### config.mk
export PLATFORM = sky130hd
export DESIGN_NAME = sect_guard
export DESIGN_NICKNAME = d
export VERILOG_FILES = /design/src/rtl/sg_pkg.sv /design/src/rtl/sg_sector_map.sv /design/src/rtl/sg_cmd.sv /design/src/rtl/sg_rdmux.sv /design/src/rtl/sg_pe_gate.sv /design/src/rtl/sect_guard.sv
export SDC_FILE = /design/constraint.sdc
export NUM_CORES = 1
export LEC_CHECK = 0
export ABC_AREA = 1
export ABC_CLOCK_PERIOD_IN_PS = 2600
export BUFFER_PORTS_ARGS = -buffer_cell sky130_fd_sc_hd__buf_2
export CAP_MARGIN = 40
export CORE_ASPECT_RATIO = 2
export CORE_MARGIN = 3
export CORE_UTILIZATION = 56
export DETAILED_ROUTE_END_ITERATION = 10
export GPL_TIMING_DRIVEN = 0
export HOLD_SLACK_MARGIN = 0.15
export PLACE_DENSITY = 0.86
export SYNTH_ARGS = -nofsm -noshare
export SYNTH_HDL_FRONTEND = slang
export SYNTH_SLANG_ARGS = --single-unit
### constraint.sdc
create_clock -name clk -period 2.6 [get_ports clk]
set_input_delay 0.26 -clock clk [delete_from_list [all_inputs] [get_ports clk]]
set_output_delay 0.26 -clock clk [all_outputs]
set_load 0.005 [all_outputs]
### src/rtl/sg_pkg.sv
package sg_pkg;
    localparam int ADDR_W  = 19;
    localparam int NSECT   = 19;
    localparam int SECT_W  = $clog2(NSECT);
    localparam int DATA_W  = 16;
    localparam int HI_W    = 7;

    localparam logic [7:0] OP_SETUP  = 8'h60;
    localparam logic [7:0] OP_VERIFY = 8'h40;
    localparam logic [7:0] OP_EXIT   = 8'hF0;

    localparam logic [7:0] MFR_CODE  = 8'h01;
    localparam logic [7:0] DEV_HI    = 8'h22;
    localparam logic [7:0] DEV_TOP   = 8'hDA;
    localparam logic [7:0] DEV_BOT   = 8'h5B;

    typedef logic [SECT_W-1:0] sect_t;
    typedef logic [ADDR_W-1:0] addr_t;
endpackage

### src/rtl/sg_sector_map.sv
module sg_sector_map
    import sg_pkg::*;
#(
    parameter bit TOP_BOOT = 1'b1
) (
    input  addr_t addr,
    output sect_t sect
);
    logic [HI_W-1:0] hi;
    assign hi = addr[ADDR_W-1 -: HI_W];

    generate
        if (TOP_BOOT) begin : g_top
            always_comb begin
                if (hi[6:3] != 4'hF)   sect = sect_t'(hi[6:3]);
                else if (!hi[2])       sect = sect_t'(15);
                else if (!hi[1])       sect = hi[0] ? sect_t'(17) : sect_t'(16);
                else                   sect = sect_t'(18);
            end
        end else begin : g_bot
            always_comb begin
                if (hi[6:3] != 4'h0)   sect = sect_t'(hi[6:3]) + sect_t'(3);
                else if (hi[2])        sect = sect_t'(3);
                else if (hi[1])        sect = hi[0] ? sect_t'(2) : sect_t'(1);
                else                   sect = sect_t'(0);
            end
        end
    endgenerate
endmodule

### src/rtl/sg_cmd.sv
module sg_cmd
    import sg_pkg::*;
(
    input  logic             clk,
    input  logic             rst_n,
    input  logic             hv_reset,
    input  logic             wr_en,
    input  addr_t            wr_addr,
    input  logic [7:0]       wr_data,
    input  sect_t            wr_sect,
    input  logic             rd_en,
    output logic [NSECT-1:0] lock_o,
    output logic             vfy_o,
    output addr_t            vaddr_o
);
    typedef struct packed {
        logic [NSECT-1:0] lock;
        logic             seq;
        logic             vfy;
        addr_t            vaddr;
    } cmd_st_t;

    cmd_st_t st_d, st_q;
    logic    pat_ok, a6, all_locked;

    assign pat_ok     = wr_addr[1] & ~wr_addr[0];
    assign a6         = wr_addr[6];
    assign all_locked = &st_q.lock;

    always_comb begin
        st_d = st_q;
        if (rd_en && st_q.vfy) st_d.vfy = 1'b0;
        if (!hv_reset) begin
            st_d.seq = 1'b0;
            st_d.vfy = 1'b0;
        end else if (wr_en) begin
            unique case (wr_data)
                OP_SETUP: if (pat_ok) begin
                    st_d.seq = 1'b1;
                    if (!a6)             st_d.lock[wr_sect] = 1'b1;
                    else if (all_locked) st_d.lock = '0;
                end
                OP_VERIFY: if (pat_ok && st_q.seq) begin
                    st_d.vfy   = 1'b1;
                    st_d.vaddr = wr_addr;
                end
                OP_EXIT: begin
                    st_d.seq = 1'b0;
                    st_d.vfy = 1'b0;
                end
                default: ;
            endcase
        end
    end

    always_ff @(posedge clk or negedge rst_n) begin
        if (!rst_n) st_q <= '0;
        else        st_q <= st_d;
    end

    assign lock_o  = st_q.lock;
    assign vfy_o   = st_q.vfy;
    assign vaddr_o = st_q.vaddr;


    no_cmd_without_hv_chk: assert property (@(posedge clk) disable iff (!rst_n)
        !hv_reset |=> $stable(st_q.lock));

    refused_release_chk: assert property (@(posedge clk) disable iff (!rst_n)
        (hv_reset && wr_en && wr_data == OP_SETUP && pat_ok && a6 && !all_locked)
        |=> $stable(st_q.lock));

    lock_sets_chk: assert property (@(posedge clk) disable iff (!rst_n)
        (hv_reset && wr_en && wr_data == OP_SETUP && pat_ok && !a6)
        |=> st_q.lock[$past(wr_sect)]);

    verify_consumed_chk: assert property (@(posedge clk) disable iff (!rst_n)
        (rd_en && st_q.vfy && !wr_en) |=> !st_q.vfy);
endmodule

### src/rtl/sg_rdmux.sv
module sg_rdmux
    import sg_pkg::*;
#(
    parameter bit TOP_BOOT = 1'b1
) (
    input  logic              clk,
    input  logic              rst_n,
    input  logic              rd_en,
    input  addr_t             rd_addr,
    input  sect_t             rd_sect,
    input  logic              byte_mode,
    input  logic [NSECT-1:0]  lock,
    input  logic              vfy,
    input  addr_t             vaddr,
    output logic              rd_valid,
    output logic [DATA_W-1:0] rd_data
);
    localparam logic [7:0] DEV_LO = TOP_BOOT ? DEV_TOP : DEV_BOT;

    typedef struct packed {
        logic              valid;
        logic [DATA_W-1:0] data;
    } rd_st_t;

    rd_st_t rd_d, rd_q;
    logic   sect_lock;

    assign sect_lock = lock[rd_sect];

    always_comb begin
        rd_d = '0;
        if (rd_en) begin
            rd_d.valid = 1'b1;
            if (vfy && rd_addr == vaddr) begin
                rd_d.data = {{(DATA_W-1){1'b0}}, sect_lock};
            end else if (!rd_addr[6]) begin
                unique case (rd_addr[1:0])
                    2'b00: rd_d.data = {8'h00, MFR_CODE};
                    2'b01: rd_d.data = {(byte_mode ? 8'h00 : DEV_HI), DEV_LO};
                    2'b10: rd_d.data = {{(DATA_W-1){1'b0}}, sect_lock};
                    default: rd_d.data = '0;
                endcase
            end
        end
    end

    always_ff @(posedge clk or negedge rst_n) begin
        if (!rst_n) rd_q <= '0;
        else        rd_q <= rd_d;
    end

    assign rd_valid = rd_q.valid;
    assign rd_data  = rd_q.data;


    rd_latency_chk: assert property (@(posedge clk) disable iff (!rst_n)
        rd_en |=> rd_valid);

    rd_quiet_chk: assert property (@(posedge clk) disable iff (!rst_n)
        !rd_en |=> (!rd_valid && rd_data == '0));
endmodule

### src/rtl/sg_pe_gate.sv
module sg_pe_gate
    import sg_pkg::*;
(
    input  logic             clk,
    input  logic             rst_n,
    input  logic             pe_req,
    input  sect_t            pe_sect,
    input  logic             hv_reset,
    input  logic [NSECT-1:0] lock,
    output logic             pe_grant,
    output logic             pe_reject
);
    typedef struct packed {
        logic grant;
        logic reject;
    } pe_st_t;

    pe_st_t pe_d, pe_q;
    logic   locked_now;

    assign locked_now = lock[pe_sect];

    always_comb begin
        pe_d        = '0;
        pe_d.grant  = pe_req && (!locked_now || hv_reset);
        pe_d.reject = pe_req && locked_now && !hv_reset;
    end

    always_ff @(posedge clk or negedge rst_n) begin
        if (!rst_n) pe_q <= '0;
        else        pe_q <= pe_d;
    end

    assign pe_grant  = pe_q.grant;
    assign pe_reject = pe_q.reject;


    locked_refused_chk: assert property (@(posedge clk) disable iff (!rst_n)
        (pe_req && !hv_reset && locked_now) |=> (pe_reject && !pe_grant));

    pe_idle_chk: assert property (@(posedge clk) disable iff (!rst_n)
        !pe_req |=> (!pe_grant && !pe_reject));
endmodule

### src/rtl/sect_guard.sv
module sect_guard
    import sg_pkg::*;
#(
    parameter bit TOP_BOOT = 1'b1
) (
    input  logic              clk,
    input  logic              rst_n,
    input  logic              hv_reset,
    input  logic              byte_mode,
    input  logic              wr_en,
    input  logic [ADDR_W-1:0] wr_addr,
    input  logic [7:0]        wr_data,
    input  logic              rd_en,
    input  logic [ADDR_W-1:0] rd_addr,
    output logic              rd_valid,
    output logic [DATA_W-1:0] rd_data,
    input  logic              pe_req,
    input  logic [ADDR_W-1:0] pe_addr,
    output logic              pe_grant,
    output logic              pe_reject
);
    sect_t            wr_sect, rd_sect, pe_sect;
    logic [NSECT-1:0] lock;
    logic             vfy;
    addr_t            vaddr;

    sg_sector_map #(.TOP_BOOT(TOP_BOOT)) i_map_wr (.addr(wr_addr), .sect(wr_sect));
    sg_sector_map #(.TOP_BOOT(TOP_BOOT)) i_map_rd (.addr(rd_addr), .sect(rd_sect));
    sg_sector_map #(.TOP_BOOT(TOP_BOOT)) i_map_pe (.addr(pe_addr), .sect(pe_sect));

    sg_cmd i_cmd (
        .clk(clk), .rst_n(rst_n), .hv_reset(hv_reset),
        .wr_en(wr_en), .wr_addr(wr_addr), .wr_data(wr_data), .wr_sect(wr_sect),
        .rd_en(rd_en), .lock_o(lock), .vfy_o(vfy), .vaddr_o(vaddr)
    );

    sg_rdmux #(.TOP_BOOT(TOP_BOOT)) i_rd (
        .clk(clk), .rst_n(rst_n), .rd_en(rd_en), .rd_addr(rd_addr),
        .rd_sect(rd_sect), .byte_mode(byte_mode), .lock(lock), .vfy(vfy),
        .vaddr(vaddr), .rd_valid(rd_valid), .rd_data(rd_data)
    );

    sg_pe_gate i_pe (
        .clk(clk), .rst_n(rst_n), .pe_req(pe_req), .pe_sect(pe_sect),
        .hv_reset(hv_reset), .lock(lock), .pe_grant(pe_grant), .pe_reject(pe_reject)
    );
endmodule

==> results.ini <==
[status]
outcome = completed

[timing]
rsz0062_at_grt = false
setup_violations = 0
fin_crit_sh = 0.6997
clock_skew_ns = 0.005929
hold_viol = 0
fmaxAchievable_mhz = 549.7
period_minus_slack_ns = 1.819
setup-tns-final_ns = 0
setup_ws_ns = 0.7807
finalMaxSlewViolations = 0

[worst_setup_path]
cp_top_family = simple AND/OR/NAND/NOR gates
critPathLaunchType = register
crit_slowest_cell = dfrtp_1
r2r_cells = 7
rr_startpoint = i_cmd.lock_o[4]$_DFFE_PN0P_
critical_path_depth = 7
endpoint_kind = register
crit_chain = nand4_1 -> nor3_1 -> a31o_1 -> buf_2 -> buf_4 -> nand3_1 -> a21oi_1
reg2reg_to = i_cmd.lock_o[1]$_DFFE_PN0P_
reg2reg_setup_slack_ns = 0.78
cp_num_buf_inv = 2
critical_path_required_ns = 2.84
max_stage_delay_ns = 0.44
path_class = reg -> reg
crit_fanout = 10
arrival_ns = 2.06

[drt]
via_count = 2967
wl_per_cell_um = 14.12
drc = 0
wirelength_um = 7627
ant_nets = 0
vias_per_cell = 5.494
drt_iter0_drc = 106
drt-pass1-iter-count = 4

[floorplan]
coreArea_mm2 = 0.005000
dieHeight_um = 108.7
num_rows = 36
io_pins = 91
initial_core_util = 0.5911
die_area_mm2 = 0.006238
die_w_um = 57.37

[yosys]
syn_avg_cell_area_um2 = 7.482
synth_area_mm2 = 0.002955
yosysUniqueCellTypes = 35
synthTopCellsByCount = nand3_1, nand2_1, inv_1
seq_area_frac_synth = 0.3895
synth_ff_type = dfrtp_1
syn_inst = 395
synth_area_leaders = dfrtp_1, nand3_1, nand2_1, inv_1, nor2_1
synth_edf_count = 0
ys_ff_latch = 46
ys_async_sr_fraction = 1.000
synth_top_area_share = 0.3895
yosys_warnings = 0
synth_top_cell_by_area = dfrtp_1
synth.most_common_cell = nand3_1

[placement]
pre_cts_ws_ns = 0.7895
gp_congestion = 0.9361
portBuffers = 69
hpwl_um = 6294
dpl.cell_count = 529

[power]
power.share.clock = 0.325
power_density_mw_per_mm2 = 401.1
p_leak_nw = 1.930
p_int_w = 0.001033
p_comb_frac = 0.167
switching_power_w = 0.0003878
p_seq_frac = 0.508
ir_drop_mv = 0.4166
p_sw_frac = 0.2729

[layout]
num_antenna_cells = 0
syn_to_final_growth_pct = 19.90
post_layout_nonfiller_instances = 540
drive_above_1_share = 0.2505
final_nets = 554

[global_route]
grt_pass1_vias = 2875
grt_start_max_net_pins = 33
grt-ovfl-total = 0
busiest_layer = met2
grtUsageMet1 = 0.2471
track_usage = 0.2589
met3_usage = 0.04621
grtUsageMet2 = 0.4927
grt_pass1_wl_um = 12480
antenna_found_initial = 0

[clock_tree]
htreeDepth = 2
cts-root-buf = clkbuf_8
clkTransAtPathRegs_ns = 0.09
clk_latency_ns = 0.31
cts_buffers = 5
clockBufferDepth = 2
cts.sinks = 46
cts_tree = yes

[worst_hold_path]
hold_depth = 2
worstHoldStart = wr_addr[2]
hold_end = i_cmd.vaddr_o[2]$_DFFE_PN0P_
hold_class = in -> reg

[job]
drv_cap = 0

[power groups by stage]
| stage | clock network (W) | registers, W | logic [W] |
|---|---|---|---|
| after floorplan | 0 | 0.000737 | 0.000127 |
| after global placement | 0 | 0.000736 | 0.000223 |
| after detailed placement | 0 | 0.000736 | 0.000232 |
| after CTS | 0.000469 | 0.000722 | 0.000236 |
| after global routing | 0.000499 | 0.000723 | 0.000265 |
| final | 0.000462 | 0.000722 | 0.000237 |
[cell type report]
| type | count | area (µm²) |
|---|---|---|
| multi-input cells | 277 | 1455 |
| inverters | 57 | 214.0 |
| repair buffers | 73 | 395.4 |
| clock inverters | 2 | 12.51 |
| clock buffers | 6 | 82.58 |
| well taps | 57 | 71.32 |
| fillers | 422 | 1456 |
| plain buffers | 22 | 161.4 |
| flip-flops and latches | 46 | 1151 |
[timing repair]
action | CTS | global route
endpoints found under the hold margin | 16 | 0
gates resized for setup | 0 | 0
setup buffers | 0 | 0
hold buffers | 3 | 0
[state kept, by name, summed over array words and instances (netlist names)]
| signal | flops |
|---|---|
| i_pe.pe_grant | 1 |
| i_cmd.vfy_o | 1 |
| i_pe.pe_reject | 1 |
| i_cmd.vaddr_o | 19 |
| i_cmd.st_q | 1 |
| i_rd.rd_valid | 1 |
| i_cmd.lock_o | 19 |
| i_rd.rd_data | 3 |
[worst max-delay path by stage]
| stage | slack (ns) | from | to |
|---|---|---|---|
| after floorplan | 1.18 | wr_addr[1] | i_cmd.vaddr_o[11]$_DFFE_PN0P_ |
| after global placement | 0.85 | i_cmd.lock_o[4]$_DFFE_PN0P_ | i_cmd.lock_o[1]$_DFFE_PN0P_ |
| after detailed placement | 0.79 | i_cmd.lock_o[4]$_DFFE_PN0P_ | i_cmd.lock_o[1]$_DFFE_PN0P_ |
| after CTS | 0.80 | i_cmd.lock_o[4]$_DFFE_PN0P_ | i_cmd.lock_o[1]$_DFFE_PN0P_ |
| after global routing | 0.61 | i_cmd.lock_o[4]$_DFFE_PN0P_ | i_cmd.lock_o[1]$_DFFE_PN0P_ |
| final | 0.78 | i_cmd.lock_o[4]$_DFFE_PN0P_ | i_cmd.lock_o[1]$_DFFE_PN0P_ |
[placed cells by master (no fill, tap or decap), drive strengths merged]
master	synthesis	final
nor3	6	6
xor2	2	2
nor4	3	3
and2	1	1
o21ai	19	19
a31oi	9	9
clkinv	1	2
a31o	1	1
o22ai	4	4
a21oi	21	21
clkinvlp	0	1
a21boi	2	2
buf	21	91
mux2	11	11
conb	1	8
dfrtp	46	46
nand2	67	67
nor2	46	46
dlygate4sd3	0	3
nand4	6	6
inv	56	56
xnor2	5	5
clkbuf	1	7
nand3	64	64
nand3b	2	2
[cell families after synthesis]
kind of cell | after synthesis | synth area share
mux | 11 | 0.04191
compound gates | 56 | 0.1109
flops | 46 | 0.3895
buf+inv | 79 | 0.1270
other cells | 1 | 0.001269
simple gates | 195 | 0.3086
xor+xnor | 7 | 0.02075
[metal layers]
| layer | up-vias | wire length (µm) |
|---|---|---|
| li1 | 1451 | - |
| met1 | 1383 | 2568 |
| met2 | 107 | 4276 |
| met3 | 26 | 372 |
| met4 | 0 | 409 |
| met5 | - | 0 |
[metrics by stage]
| stage | hold slack [ns] | power, W | cell area (µm²) | util |
|---|---|---|---|---|
| finish | 0.1567 | 0.001421 | 3543 | 0.7087 |
| global route | 0.1593 | 0.001487 | 3543 | 0.7087 |
| CTS | 0.1571 | 0.001428 | 3543 | 0.7087 |
| detailed placement | 0.1881 | 0.0009685 | 3418 | 0.6837 |
| global placement | 0.4329 | 0.0009596 | 3398 | 0.6797 |
| floorplan | -0.03559 | 0.0008644 | 2982 | - |
No activity file was read; power rests on OpenSTA's default activity.
